`src/rtl/stim_pkg.sv`:
```
package stim_pkg;
  typedef enum logic [2:0] {
    PH_IDLE   = 3'd0,
    PH_FIRST  = 3'd1,
    PH_GAP    = 3'd2,
    PH_SECOND = 3'd3,
    PH_DRAIN  = 3'd4
  } phase_e;
  localparam int unsigned N_INTERVALS = 4;
endpackage

```
`src/rtl/stim_tick_gen.sv`:
```
module stim_tick_gen #(
  parameter int unsigned DIV = 100
) (
  input  logic clk,
  input  logic rst,
  input  logic restart,
  input  logic run,
  output logic tick
);
  localparam int unsigned CW = (DIV > 1) ? $clog2(DIV) : 1;
  localparam logic [CW-1:0] LAST = CW'(DIV - 1);

  logic [CW-1:0] cnt;

  always_ff @(posedge clk) begin
    if (rst || restart) cnt <= '0;
    else if (run)       cnt <= (cnt == LAST) ? '0 : cnt + 1'b1;
  end

  assign tick = run && (cnt == LAST);

  // the prescaler never leaves its range, so every microsecond is DIV cycles
  assert_prescale_bound_R2: assert property (@(posedge clk) disable iff (rst)
    cnt <= LAST);
  // a restart always gives a full microsecond before the next tick
  assert_restart_zero_R2: assert property (@(posedge clk) disable iff (rst)
    restart |=> (cnt == '0));
endmodule

```
`src/rtl/stim_phase_fsm.sv`:
```
module stim_phase_fsm
  import stim_pkg::*;
#(
  parameter int unsigned W_US = 10
) (
  input  logic                 clk,
  input  logic                 rst,
  input  logic                 trig,
  input  logic                 first_neg,
  input  logic [3:0][W_US-1:0] widths,
  input  logic                 tick,
  output logic                 start,
  output logic                 load,
  output logic                 active,
  output logic                 src_f,
  output logic                 snk_f,
  output logic                 drain_f,
  output logic                 busy_f
);
  phase_e               phase, ph_n;
  logic [3:0][W_US-1:0] w_q, wsel;
  logic                 pol_q, pol_n;
  logic [W_US-1:0]      rem, rem_n;
  logic [3:0]           nz;
  logic                 adv;
  int                   from_idx;
  logic                 found;

  assign active = (phase != PH_IDLE);
  assign start  = trig && !active;
  assign adv    = active && tick && (rem == W_US'(1));
  assign load   = start || adv;
  assign wsel   = start ? widths : w_q;
  assign pol_n  = start ? first_neg : pol_q;

  always_comb begin
    for (int i = 0; i < 4; i++) nz[i] = |wsel[i];
    from_idx = start ? 0 : int'(phase);
    found    = 1'b0;
    ph_n     = phase;
    if (load) begin
      ph_n = PH_IDLE;
      for (int i = 0; i < 4; i++) begin
        if (!found && (i >= from_idx) && nz[i]) begin
          found = 1'b1;
          ph_n  = phase_e'(3'(i + 1));
        end
      end
    end
    rem_n = rem;
    if (load) begin
      rem_n = '0;
      for (int i = 0; i < 4; i++)
        if (int'(ph_n) == i + 1) rem_n = wsel[i];
    end else if (active && tick) begin
      rem_n = rem - 1'b1;
    end
  end

  always_ff @(posedge clk) begin
    if (rst) begin
      phase   <= PH_IDLE;
      rem     <= '0;
      w_q     <= '0;
      pol_q   <= 1'b0;
      src_f   <= 1'b0;
      snk_f   <= 1'b0;
      drain_f <= 1'b0;
      busy_f  <= 1'b0;
    end else begin
      phase   <= ph_n;
      rem     <= rem_n;
      pol_q   <= pol_n;
      if (start) w_q <= widths;
      src_f   <= ((ph_n == PH_FIRST) && !pol_n) || ((ph_n == PH_SECOND) && pol_n);
      snk_f   <= ((ph_n == PH_FIRST) && pol_n)  || ((ph_n == PH_SECOND) && !pol_n);
      drain_f <= (ph_n == PH_DRAIN);
      busy_f  <= (ph_n != PH_IDLE);
    end
  end

  // an active interval always has microseconds left to count
  assert_rem_nonzero_R2: assert property (@(posedge clk) disable iff (rst)
    active |-> (rem != '0));
  // an interval programmed to zero width is never entered
  assert_skip_zero_R3: assert property (@(posedge clk) disable iff (rst)
    (phase != PH_IDLE) |-> (w_q[int'(phase) - 1] != '0));
  // a trigger during a pulse leaves the captured widths and polarity alone
  assert_retrig_hold_R5: assert property (@(posedge clk) disable iff (rst)
    (active && trig) |=> ($stable(w_q) && $stable(pol_q)));
  // the drain interval is followed by idle, never by a current phase
  assert_drain_last_R1: assert property (@(posedge clk) disable iff (rst)
    (phase == PH_DRAIN && adv) |=> (phase == PH_IDLE));
endmodule

```
`src/rtl/stim_chan_gate.sv`:
```
module stim_chan_gate #(
  parameter int unsigned NCH = 64,
  parameter int unsigned GW  = 8,
  parameter int unsigned LW  = 3
) (
  input  logic              clk,
  input  logic              rst,
  input  logic              start,
  input  logic              src_f,
  input  logic              snk_f,
  input  logic              drain_f,
  input  logic              busy_f,
  input  logic [NCH-1:0]    ch_en,
  input  logic [NCH-1:0]    pos_en,
  input  logic [NCH-1:0]    neg_en,
  input  logic [GW-1:0]     gcode,
  input  logic [NCH*LW-1:0] lcode,
  output logic [NCH-1:0]    src_o,
  output logic [NCH-1:0]    snk_o,
  output logic [NCH-1:0]    drain_o,
  output logic              busy_o,
  output logic [GW-1:0]     gcode_o,
  output logic [NCH*LW-1:0] lcode_o
);
  logic [NCH-1:0] ch_q, pos_q, neg_q;

  always_ff @(posedge clk) begin
    if (rst) begin
      ch_q    <= '0;
      pos_q   <= '0;
      neg_q   <= '0;
      gcode_o <= '0;
      lcode_o <= '0;
      busy_o  <= 1'b0;
    end else begin
      busy_o <= busy_f;
      if (start) begin
        ch_q    <= ch_en;
        pos_q   <= pos_en;
        neg_q   <= neg_en;
        gcode_o <= gcode;
        lcode_o <= lcode;
      end
    end
  end

  for (genvar i = 0; i < NCH; i++) begin : g_ch
    always_ff @(posedge clk) begin
      if (rst) begin
        src_o[i]   <= 1'b0;
        snk_o[i]   <= 1'b0;
        drain_o[i] <= 1'b0;
      end else begin
        src_o[i]   <= src_f   & ch_q[i] & pos_q[i];
        snk_o[i]   <= snk_f   & ch_q[i] & neg_q[i];
        drain_o[i] <= drain_f & ch_q[i];
      end
    end
  end

  // no channel ever sources and sinks together
  assert_src_snk_excl_R4: assert property (@(posedge clk) disable iff (rst)
    (src_o & snk_o) == '0);
  // the drain switch never overlaps a current phase
  assert_drain_alone_R4: assert property (@(posedge clk) disable iff (rst)
    (|drain_o) |-> (!(|src_o) && !(|snk_o)));
  // nothing is driven while the block is idle
  assert_idle_quiet_R4: assert property (@(posedge clk) disable iff (rst)
    !busy_o |-> (!(|src_o) && !(|snk_o) && !(|drain_o)));
  // drive only on channels enabled at the trigger
  assert_gate_mask_R7: assert property (@(posedge clk) disable iff (rst)
    ((src_o & ~(ch_q & pos_q)) == '0) && ((snk_o & ~(ch_q & neg_q)) == '0));
  // the codes hold for the whole pulse
  assert_codes_hold_R6: assert property (@(posedge clk) disable iff (rst)
    (busy_f && !start) |=> ($stable(gcode_o) && $stable(lcode_o)));
endmodule

```
`src/rtl/stim_pulse_seq.sv`:
```
module stim_pulse_seq #(
  parameter int unsigned NCH        = 64,
  parameter int unsigned W_US       = 10,
  parameter int unsigned GW         = 8,
  parameter int unsigned LW         = 3,
  parameter int unsigned CLK_PER_US = 100
) (
  input  logic              clk,
  input  logic              rst,
  input  logic              trig_i,
  input  logic              first_neg_i,
  input  logic [W_US-1:0]   w_first_i,
  input  logic [W_US-1:0]   w_gap_i,
  input  logic [W_US-1:0]   w_second_i,
  input  logic [W_US-1:0]   w_drain_i,
  input  logic [NCH-1:0]    ch_en_i,
  input  logic [NCH-1:0]    pos_en_i,
  input  logic [NCH-1:0]    neg_en_i,
  input  logic [GW-1:0]     gcode_i,
  input  logic [NCH*LW-1:0] lcode_i,
  output logic [NCH-1:0]    src_o,
  output logic [NCH-1:0]    snk_o,
  output logic [NCH-1:0]    drain_o,
  output logic              busy_o,
  output logic [GW-1:0]     gcode_o,
  output logic [NCH*LW-1:0] lcode_o
);
  logic [3:0][W_US-1:0] widths;
  logic start, load, active, tick;
  logic src_f, snk_f, drain_f, busy_f;

  assign widths = {w_drain_i, w_second_i, w_gap_i, w_first_i};

  stim_tick_gen #(.DIV(CLK_PER_US)) u_tick (
    .clk(clk), .rst(rst), .restart(load), .run(active), .tick(tick)
  );

  stim_phase_fsm #(.W_US(W_US)) u_fsm (
    .clk(clk), .rst(rst), .trig(trig_i), .first_neg(first_neg_i),
    .widths(widths), .tick(tick), .start(start), .load(load),
    .active(active), .src_f(src_f), .snk_f(snk_f), .drain_f(drain_f),
    .busy_f(busy_f)
  );

  stim_chan_gate #(.NCH(NCH), .GW(GW), .LW(LW)) u_gate (
    .clk(clk), .rst(rst), .start(start), .src_f(src_f), .snk_f(snk_f),
    .drain_f(drain_f), .busy_f(busy_f), .ch_en(ch_en_i), .pos_en(pos_en_i),
    .neg_en(neg_en_i), .gcode(gcode_i), .lcode(lcode_i), .src_o(src_o),
    .snk_o(snk_o), .drain_o(drain_o), .busy_o(busy_o), .gcode_o(gcode_o),
    .lcode_o(lcode_o)
  );

  // busy only rises one cycle after a trigger
  assert_busy_rise_R5: assert property (@(posedge clk) disable iff (rst)
    $rose(busy_o) |-> $past(start, 2));
endmodule

```
`config.mk`:
```
export PLATFORM = sky130hd
export DESIGN_NAME = stim_pulse_seq
export DESIGN_NICKNAME = d
export VERILOG_FILES = /design/src/rtl/stim_pkg.sv /design/src/rtl/stim_tick_gen.sv /design/src/rtl/stim_phase_fsm.sv /design/src/rtl/stim_chan_gate.sv /design/src/rtl/stim_pulse_seq.sv
export SDC_FILE = /design/constraint.sdc
export NUM_CORES = 1
export LEC_CHECK = 0
export BUFFER_PORTS_ARGS = -buffer_cell sky130_fd_sc_hd__buf_2
export CAP_MARGIN = 20
export CORE_AREA = 2 2 322 324
export CTS_CLUSTER_DIAMETER = 60
export CTS_CLUSTER_SIZE = 24
export DETAILED_ROUTE_END_ITERATION = 12
export DIE_AREA = 0 0 324 326
export MAX_ROUTING_LAYER = met4
export PLACE_DENSITY = 0.47
export SLEW_MARGIN = 10
export SYNTH_ARGS = -nofsm -noshare
export SYNTH_HDL_FRONTEND = slang
export SYNTH_SLANG_ARGS = --single-unit
```
`constraint.sdc`:
```
create_clock -name clk -period 2.3 [get_ports clk]
set_input_delay 0.46 -clock clk [delete_from_list [all_inputs] [get_ports clk]]
set_output_delay 0.46 -clock clk [all_outputs]
set_load 0.05 [all_outputs]
```
==> Word-level counts from Yosys, hierarchy flattened <==
Index checks and enable logic that the tools add are counted.
{ "classes": {"eq_ne": 9, "n_mux": 21, "mul": 0, "div": 0, "n_addsub": 2, "magnitude_cmp": 4, "n_reduce_logical": 31, "n_bitwise": 320, "shifts": 0} }
{ "ops": {"columns": ["operator", "n"], "rows": [
  ["AND 1 bit", 320],
  [">= comparator 3 x 32 -> 1 bit (first input constant)", 2],
  ["2-to-1 mux 10 bit", 6],
  ["2-to-1 mux 40 bit", 1],
  ["OR reduction 10 bit", 4],
  [">= comparator 1 x 32 -> 1 bit (first input constant)", 1],
  [">= comparator 2 x 32 -> 1 bit (first input constant)", 1],
  ["logical AND 1 bit", 15],
  ["== test 3 bit (second input constant)", 4],
  ["== test 10 x 1 -> 1 bit (second input constant)", 1],
  ["subtractor 10 x 1 -> 10 bit (second input constant)", 1],
  ["2-to-1 mux 3 bit", 3],
  ["2-to-1 mux 1 bit", 8],
  ["adder 7 x 1 -> 7 bit (second input constant)", 1],
  ["== test 7 bit (second input constant)", 1],
  ["2-to-1 mux 7 bit", 1],
  ["== test 3 x 2 -> 1 bit (second input constant)", 2],
  ["nonzero test 3 bit", 2],
  ["zero test 1 bit", 5],
  ["logical OR 1 bit", 4],
  ["2-to-1 mux 2 bit", 2],
  ["== test 3 x 1 -> 1 bit (second input constant)", 1],
  ["nonzero test 2 bit", 1]
]} }
{ "totals": {"mem_count": 0, "out_inout_bits": 393, "regBits": 650, "latch_bits": 0, "ramBits": 0, "rom_bits": 0} }

==> Logic depth before layout (Yosys ltp) <==
Gate-level depths: netlist of the first run.
{ "logic_depth": {"depth_word": 29, "depth_mapped": 11} }

==> By module <==
Synthesis of the first run repeated with hierarchy kept, for this count alone.
{ "hier_totals": {"hier_cells": 2073, "area_unflattened_um2": 22930.7} }
{ "by_module_without_submodules": {"columns": ["mod", "seq_area_each_um2", "area_each_um2", "cells_each", "n_inst"], "rows": [
  ["stim_chan_gate", 11711.2, 19464.9, 1674, 1],
  ["stim_phase_fsm", 1161.1, 3125.5, 363, 1],
  ["stim_tick_gen", 140.1, 340.3, 36, 1]
]} }

==> Worst setup path after synthesis of the first run <==
No wires, ideal clock.
{ "synth_timing": {"path_kind": "register to register", "startpoint": "reg u_fsm.phase[2]", "endpoint": "reg u_fsm.rem[4]", "n_path_buf": 2, "setup_time_ns": 0.088, "arrival_time_ns": 2.240, "path_stages_with_launch": 10, "path_slack_ns": -0.028, "period_less_slack_ns": 2.328, "path_cell_list": "dfxtp_1 buf_6 or4b_4 buf_6 o21ai_4 nand3_1 a21o_1 o31a_1 o211a_1 o32ai_2"} }
{ "synth_via": {"elab_chain_cells": 29, "word_cells_on_any_way": 48, "cone_classes": "order compare: 4; eq/ne: 4; mux: 18; reduce/logical: 22"} }
{ "synth_rtl": {"columns": ["item", "line_no", "text"], "rows": [
  ["start, declared", "stim_phase_fsm.sv:20", "phase_e phase, ph_n;"],
  ["start signal, assigned", "stim_phase_fsm.sv:71", "phase <= ph_n;"],
  ["nonzero test 3 bit", "stim_phase_fsm.sv:29", "assign active = (phase != PH_IDLE);"],
  ["zero test 1 bit", "stim_phase_fsm.sv:30", "assign start = trig && !active;"],
  ["logical AND 1 bit", "stim_phase_fsm.sv:30", null],
  ["2-to-1 mux 3 bit or 2-to-1 mux 40 bit (tied branches)", "stim_phase_fsm.sv:38, stim_phase_fsm.sv:33", null],
  [">= comparator 1 x 32 -> 1 bit or OR reduction 10 bit (tied branches)", "stim_phase_fsm.sv:44, stim_phase_fsm.sv:37", null],
  ["logical AND 1 bit", "stim_phase_fsm.sv:44", "if (!found && (i >= from_idx) && nz[i]) begin"],
  ["2-to-1 mux 1 bit", "stim_phase_fsm.sv:44", null],
  ["2-to-1 mux 1 bit", "stim_phase_fsm.sv:41", "if (load) begin"],
  ["(+9 left out)", null, null],
  ["2-to-1 mux 1 bit", "stim_phase_fsm.sv:41", null],
  ["zero test 1 bit", "stim_phase_fsm.sv:44", null],
  ["logical AND 1 bit (2 in series)", "stim_phase_fsm.sv:44", null],
  ["2-to-1 mux 3 bit", "stim_phase_fsm.sv:44", null],
  ["2-to-1 mux 3 bit", "stim_phase_fsm.sv:41", null],
  ["== test 3 x 2 -> 1 bit", "stim_phase_fsm.sv:54", "if (int'(ph_n) == i + 1) rem_n = wsel[i];"],
  ["2-to-1 mux 10 bit (4 in series)", "stim_phase_fsm.sv:54", null],
  ["2-to-1 mux 10 bit", "stim_phase_fsm.sv:51", "if (load) begin"],
  ["end signal, assigned", "stim_phase_fsm.sv:72", "rem <= rem_n;"],
  ["end, declared", "stim_phase_fsm.sv:23", "logic [W_US-1:0] rem, rem_n;"]
]} }
Several ways; a longest one is shown, not always the timed one. The select of a mux whose other input is x is not followed.
A chain may end at the register's enable or synchronous reset.

==> Final worst setup path of the first run <==
{ "layout_timing": {"startpoint": "reg u_fsm.rem[1]", "endpoint": "reg u_fsm.rem[8]"} }
{ "layout_via": {"elab_chain_cells": 10, "word_cells_on_any_way": 16, "cone_classes": "add/sub: 1; eq/ne: 5; mux: 7; reduce/logical: 3"} }
{ "layout_rtl": {"columns": ["item", "line_no", "text"], "rows": [
  ["== test 10 x 1 -> 1 bit", "stim_phase_fsm.sv:31", "assign adv = active && tick && (rem == W_US'(1));"],
  ["logical AND 1 bit", "stim_phase_fsm.sv:31", null],
  ["logical OR 1 bit", "stim_phase_fsm.sv:32", "assign load = start || adv;"],
  ["2-to-1 mux 3 bit", "stim_phase_fsm.sv:41", null],
  ["== test 3 x 2 -> 1 bit", "stim_phase_fsm.sv:54", null],
  ["2-to-1 mux 10 bit (4 in series)", "stim_phase_fsm.sv:54", null],
  ["2-to-1 mux 10 bit", "stim_phase_fsm.sv:51", null]
]} }
Several ways; a longest one is shown, not always the timed one. The select of a mux whose other input is x is not followed.

==> reports/qor.csv, run 1 <==
stage,metric,value,unit
place,post-placement cell area,28600,um^2
sta,Clock Skew,0.0423,ns
clocking,CTS tree,built,
synth,"EDFF count, synth",0,
global_route,largest net degree at the start of global routing,141,
die,Core ar.,103000,um^2
drt,Routed WL per cell,18.3,um
clocking,CTS sink cnt,650,
setup_path,reg2reg setup slack,-0.23,ns
global_route,GRT Total Usage,17.3,%
sta,# setup viols final,13,
sta,RSZ-0062 raised after global routing,true,
clocking,H-tree depth,3,
setup_path,Critical R2R Launch,u_fsm.rem[1]$_SDFFE_PP0P_,
sta,final max-slew violation count,0,
sta,Slew @ Worst Pin,0.846,ns
global_route,initial antenna violation count,29,
setup_path,CP Capture Point,u_fsm.rem[8]$_SDFFE_PP0P_,
setup_path,Critical Path RT,2.80,ns
drt,DRC errors left,0,
global_route,vias in the first global route,21100,
sta,worst hold slack,0.0645,ns
synth,"Distinct cells, synth",66,
drt,via density per instance,4.25,
drt,DR vias,21500,
synth,Post-Syn Instances,2567,
synth,"Avg Cell Area, Syn",8.56,um^2
die,Die X,324,um
clocking,"Clk Latency, worst-skew pair",0.65,ns
finish,NumNets Final,4049,
setup_path,Critical R2R Capture,u_fsm.rem[8]$_SDFFE_PP0P_,
die,I/O Pins,829,
outcome,run status,"complete, but fails checks",
place,Routability Congestion,0.863,
clocking,clk slew on worst S/H paths,0.07,ns
power,peak supply drop,0.631,mV
worst_hold_path,Hold Crit Class,input pin to flip-flop,
sta,Achievable Freq,395,MHz
clocking,total CTS buffers,66,
place,dpl ws,-1.18,ns
setup_path,peak fanout along the critical path,4,
setup_path,Setup CP Type,flip-flop to flip-flop,
place,placed cells,4764,
sta,post-layout minimum cycle time,2.53,ns
synth,#FFs+latches synth,650,
clocking,Root Driver,clkbuf_16,
synth,fraction of registers with async set or reset after synthesis,0,%
setup_path,CP Launch Type,flip-flop,
synth,Ys Warns,0,
finish,layout cells sized above 1,32.8,%
global_route,gr ovfl total,0,
synth,sequential fraction of the synthesis area,59.2,%
die,FP Rows,118,
setup_path,Worst Path Arrival,3.03,ns
drt,initial drt markers,1047,
job,max-cap violations,0,
die,die height,326,um
synth,syn nets,3006,
drt,Antenna Nets Post-Route,0,
sta,fin crit share,110,%
drt,final wirelength,92.8,mm
setup_path,CP startpoint,u_fsm.rem[1]$_SDFFE_PP0P_,
place,dpl hpwl,67.9,mm
die,Starting Density,21.4,%
finish,synth-to-layout area growth,49.5,%
clocking,clk buf depth,3,
worst_hold_path,hold path depth,3,
setup_path,Crit. End Element,flip-flop,
global_route,first-pass GRT wire length,134,mm
sta,Slew HR,43.6,%
outcome,failing checks,negative setup slack,
power,PwrDens,1140,nW/um^2
sta,final hold viol count,0,
power,P_leak,15.1,nW
synth,post-synthesis cell area,22000,um^2
finish,final core utilization,32.0,%
finish,fin cells,5073,
finish,finished layout cell area,32900,um^2
setup_path,Reg2Reg Depth,12,
sta,Final WS setup,-0.234,ns
synth,Most used DFF post-synth,dfxtp_1,
finish,Layout fillers,11000,
drt,first-pass iteration count of the detailed router,7,
die,die area,106000,um^2
place,Port Buffers,828,
==> cells in the mapped netlist (4+ instances only) <==
cell | instances | area share (%)
nand4_1 | 11 | 0.31
mux2i_1 | 14 | 0.64
nand2_1 | 872 | 15
a21oi_1 | 443 | 10
nor2b_1 | 4 | 0.11
dfxtp_1 | 650 | 59
o21a_1 | 4 | 0.14
and3_1 | 131 | 3.7
o21ai_0 | 13 | 0.30
nor4_1 | 20 | 0.57
nand3_1 | 17 | 0.39
nor3_1 | 17 | 0.39
clkbuf_1 | 170 | 2.9
nor2_1 | 41 | 0.70
o22ai_1 | 4 | 0.11
a31oi_1 | 6 | 0.17
a21o_1 | 5 | 0.17
and2_1 | 64 | 1.8
==> sequential cells by signal, summed over array words and instances (netlist names) <==
| signal | flops |
|---|---|
| u_fsm.busy_f | 1 |
| u_fsm.drain_f | 1 |
| u_fsm.phase | 3 |
| u_fsm.pol_q | 1 |
| u_fsm.rem | 10 |
| u_fsm.snk_f | 1 |
| u_fsm.src_f | 1 |
| u_fsm.w_q | 40 |
| u_gate.busy_o | 1 |
| u_gate.ch_q | 64 |
| u_gate.drain_o | 64 |
| u_gate.gcode_o | 8 |
| u_gate.lcode_o | 192 |
| u_gate.neg_q | 64 |
| u_gate.pos_q | 64 |
| u_gate.snk_o | 64 |
| u_gate.src_o | 64 |
| u_tick.cnt | 7 |
==> what timing repair did <==
| item | 4_1_cts | 5_1_grt |
|---|---|---|
| endpoints found under the setup margin | 15 | 14 |
| endpoints found under the hold margin | 130 | 0 |
| hold buffers | 130 | 0 |
| pin swaps | 18 | 30 |
| buffers inserted | 18 | 12 |
| gates resized for setup | 32 | 36 |
==> final cells by class <==
cell class / instances / area [um^2] / area share, %
inverters: 3 / 11.3 / 0.0343
well taps: 1380 / 1730 / 5.25
multi-input cells: 1736 / 8560 / 26.0
clock buffers: 73 / 1710 / 5.20
diodes: 31 / 77.6 / 0.236
repair buffers: 1153 / 7140 / 21.7
flip-flops and latches: 650 / 13000 / 39.6
clock inverters: 47 / 626 / 1.90
==> critical path: stages (launching register included) <==
cell and delay (ns):
dfxtp_2 0.32, inv_2 0.07, ha_4 0.12, nor4b_4 0.19, buf_4 0.16, nand4_1 0.13, buf_6 0.18, o21ai_4 0.18
nand4_1 0.21, or2_4 0.31, a21oi_4 0.21, a221oi_2 0.07, o31a_1 0.26
==> through the flow <==
step	power, mW	TNS (ns)
3_5_place_dp	25.2	-15.17
3_3_place_gp	25.1	-14.38
5_1_grt	39.4	-3.28
4_1_cts	37.6	-1.22
2_1_floorplan	20.7	-0.0489
6_report	37.3	-1.81
==> report_power, final <==
| part | switching [mW] | leakage, nW | internal [mW] |
|---|---|---|---|
| Combinational | 8.14 | 8.72 | 4.02 |
| Clock | 5.32 | 1.11 | 6.24 |
| Sequential | 0.860 | 5.31 | 12.7 |
==> logic make-up (layout without fill, tap and decap cells) <==
kind of cell,Yosys count,count (layout),share of synthesized area (%)
xor gates and xnor gates,5,5,0.199
other,0,31,0
adders and majority gates,3,3,0.171
AOI/OAI and AO/OA,510,510,12.5
buffers and inverters,181,1276,3.18
DFF,650,650,59.2
and+or+nand+nor,1202,1202,24.0
muxes,16,16,0.842
==> worst min-delay path by stage <==
stage | from | end | slack (ns)
after floorplan | u_fsm.busy_f$_SDFF_PP0_ | u_gate.busy_o$_SDFF_PP0_ | 0.41
after global placement | u_gate.pos_q[15]$_SDFFE_PP0N_ | u_gate.pos_q[15]$_SDFFE_PP0N_ | 0.44
after detailed placement | u_gate.neg_q[9]$_SDFFE_PP0N_ | u_gate.neg_q[9]$_SDFFE_PP0N_ | 0.44
after CTS | lcode_i[152] | u_gate.lcode_o[152]$_SDFFE_PP0N_ | 0.0006
after global routing | pos_en_i[18] | u_gate.pos_q[18]$_SDFFE_PP0N_ | 0.03
final | lcode_i[112] | u_gate.lcode_o[112]$_SDFFE_PP0N_ | 0.06
==> layout by cell type, fill, tap and decap left out, types with 7 or more instances in the layout <==
| cell type | Yosys | layout |
|---|---|---|
| nand2_1 | 872 | 868 |
| buf_2 | 3 | 827 |
| dfxtp_1 | 650 | 645 |
| a21oi_1 | 443 | 440 |
| buf_4 | 0 | 167 |
| and3_1 | 131 | 130 |
| dlygate4sd3_1 | 0 | 130 |
| clkbuf_16 | 0 | 66 |
| and2_1 | 64 | 64 |
| nor2_1 | 41 | 40 |
| diode_2 | 0 | 31 |
| nor3_1 | 17 | 17 |
| nand3_1 | 17 | 16 |
| buf_6 | 2 | 15 |
| mux2i_1 | 14 | 14 |
| o21ai_0 | 13 | 13 |
| nor4_1 | 20 | 13 |
| buf_12 | 0 | 13 |
| nand4_1 | 11 | 11 |
| clkinv_8 | 0 | 11 |
| inv_6 | 0 | 9 |
| clkinvlp_4 | 0 | 7 |
==> layer usage <==
layer  up-vias  track usage, %  share of wire, %
met3       133            5.39               8.8
met2       688            29.0                49
met5         -               -                 0
li1      10600               -                 -
met1     10100            19.1                39
met4         0            6.59               3.3
No activity file was read; power rests on OpenSTA's default activity.
==> run 2, diff against run 1 <==
--- a/config.mk
+++ b/config.mk
@@ -13,7 +13,7 @@
 export DETAILED_ROUTE_END_ITERATION = 12
 export DIE_AREA = 0 0 324 326
 export MAX_ROUTING_LAYER = met4
-export PLACE_DENSITY = 0.47
+export PLACE_DENSITY_LB_ADDON = 0.2
 export SLEW_MARGIN = 10
 export SYNTH_ARGS = -nofsm -noshare
 export SYNTH_HDL_FRONTEND = slang
==> reports/qor.csv, run 2 (synthesis gave the netlist of run 1 again) <==
stage,metric,value,unit,change
die,Core ar.,103000,um^2,unchanged
clocking,total CTS buffers,68,,+3.0%
setup_path,peak fanout along the critical path,5,,+1
sta,RSZ-0062 raised after global routing,true,,
place,dpl hpwl,66.9,mm,-1.5%
sta,fin crit share,107,%,-3.5 points
setup_path,Critical Path RT,2.88,ns,+0.08 ns
finish,layout cells sized above 1,33.2,%,+0.40 points
finish,max reg flops,192,,unchanged
finish,synth-to-layout area growth,52.0,%,
power,peak supply drop,0.868,mV,+38%
sta,post-layout minimum cycle time,2.45,ns,-0.0816 ns
worst_hold_path,Hold Crit Class,input pin to flip-flop,,
drt,DR vias,21500,,-0.12%
finish,Largest Register,u_gate.lcode_o,,
die,FP Rows,118,,unchanged
drt,DRC errors left,0,,unchanged
clocking,Root Driver,clkbuf_16,,
drt,final wirelength,92.0,mm,-0.85%
finish,NumNets Final,4082,,+0.82%
sta,Slew @ Worst Pin,0.915,ns,+0.0690 ns
global_route,initial antenna violation count,37,,+28%
setup_path,Setup CP Type,flip-flop to flip-flop,,
finish,"commonest non-fill, non-tap cell in the layout",nand2_1,,
global_route,first-pass GRT wire length,134,mm,about the same
setup_path,CP Launch Type,flip-flop,,
sta,Final WS setup,-0.152,ns,+0.0816 ns
setup_path,Worst Path Arrival,3.04,ns,about the same
drt,Antenna Nets Post-Route,0,,unchanged
sta,# setup viols final,11,,-2
global_route,gr ovfl total,0,,unchanged
finish,Layout fillers,11000,,+0.19%
clocking,H-tree depth,3,,unchanged
drt,first-pass iteration count of the detailed router,6,,-1
clocking,clk slew on worst S/H paths,0.08,ns,about the same
die,Starting Density,21.4,%,unchanged
global_route,GRT Total Usage,17.2,%,-0.15 points
die,I/O Pins,829,,unchanged
outcome,failing checks,negative setup slack,,
clocking,CTS sink cnt,650,,unchanged
die,die height,326,um,unchanged
die,die area,106000,um^2,unchanged
sta,worst hold slack,0.0536,ns,-0.0109 ns
sta,final max-slew violation count,0,,unchanged
die,Die X,324,um,unchanged
sta,Achievable Freq,408,MHz,+3.3%
drt,via density per instance,4.21,,-0.80%
global_route,largest net degree at the start of global routing,149,,+5.7%
drt,Routed WL per cell,18.0,um,-1.5%
sta,final hold viol count,0,,unchanged
finish,most frequent cells in the layout,"nand2_1, buf_2, dfxtp_1",,
job,max-cap violations,0,,unchanged
setup_path,Crit. End Element,flip-flop,,
power,P_leak,15.4,nW,+1.9%
place,dpl ws,-1.15,ns,+0.0286 ns
sta,Clock Skew,0.0199,ns,-0.0224 ns
finish,FF/Latch Area,13000,um^2,about the same
outcome,run status,"complete, but fails checks",,
sta,Slew HR,39.0,%,-4.6 points
clocking,CTS tree,built,,
clocking,clk buf depth,3,,unchanged
clocking,"Clk Latency, worst-skew pair",0.65,ns,about the same
finish,multi-input logic area,8620,um^2,+0.64%
global_route,vias in the first global route,21200,,+0.57%
drt,initial drt markers,945,,-9.7%
place,Port Buffers,828,,unchanged
place,Routability Congestion,0.837,,-2.9%
power,PwrDens,1140,nW/um^2,+0.60%
[run 2: cell count changes in the layout (fill, tap and decap cells not counted), moves of 4 or more]
cell,before,now
inv_16,0,4
o21ai_0,13,9
clkbuf_1,4,0
inv_8,6,10
buf_16,0,4
dlygate4sd3_1,130,148
buf_6,15,23
[run 2: metal layers]
metal | global-route usage, % | wire length [um]
met4 | 4.52 | 2300
met1 | 19.1 | 37000
met3 | 5.00 | 6390
met2 | 29.7 | 46300
met5 | - | 0
[run 2: report_power, final]
part	total [mW]	switching [mW]	internal [mW]
clock	12.1	5.55	6.56
combinational	12.5	8.21	4.25
sequential	13.6	0.867	12.7
total	38.2	14.6	23.6
[run 2: path summary, 6_finish.rpt]
path,from,endpoint,slack (ns),cells past startpoint
hold reg to reg,u_gate.pos_q[27]$_SDFFE_PP0N_,u_gate.pos_q[27]$_SDFFE_PP0N_,0.45,2
setup / recovery,u_fsm.phase[1]$_SDFF_PP0_,u_fsm.rem[8]$_SDFFE_PP0P_,-0.15,10
hold / removal,neg_en_i[8],u_gate.neg_q[8]$_SDFFE_PP0N_,0.05,3
setup reg to reg,u_fsm.phase[1]$_SDFF_PP0_,u_fsm.rem[8]$_SDFFE_PP0P_,-0.15,10
[run 2: area by class of cell]
cell class | instances | share of cell area [%]
clock buffer | 71 | 5.21
inverter | 3 | 0.0337
timing repair buffer | 1184 | 22.5
sequential | 650 | 38.9
multi-input combinational | 1736 | 25.8
antenna | 32 | 0.240
clock inverter | 52 | 2.12
tap | 1380 | 5.17
[run 2: per-stage QoR]
| step | instance area (um^2) | utilization [%] | TNS, ns | std cells | total power [mW] |
|---|---|---|---|---|---|
| after floorplan | 22000 | - | -0.0489 | 2567 | 20.7 |
| after global placement | 28800 | 28.0 | -37.20 | 4783 | 25.3 |
| after detailed placement | 28800 | 28.0 | -40.29 | 4783 | 25.3 |
| after CTS | 33200 | 32.3 | -0.949 | 5071 | 38.6 |
| after global routing | 33400 | 32.6 | -2.72 | 5108 | 40.2 |
| final | 33400 | 32.6 | -1.25 | 5108 | 38.2 |
[run 2: what timing repair did]
item                       4_1_cts  5_1_grt
setup endpoints to repair      114       88
gates resized for setup         69       33
pin swaps                       25       30
cloned                           1        0
buffers inserted                16        7
hold endpoints to repair       148        0
hold buffers                   148        0
[run 2: worst max-delay path, stage by stage, from the launching register on]
cell	delay, ns
dfxtp_2	0.32
or4b_4	0.59
nand4_4	0.10
nand3_4	0.12
buf_6	0.15
a211oi_4	0.29
nor2_2	0.09
buf_6	0.13
a21o_1	0.15
a221oi_2	0.30
o31a_1	0.15
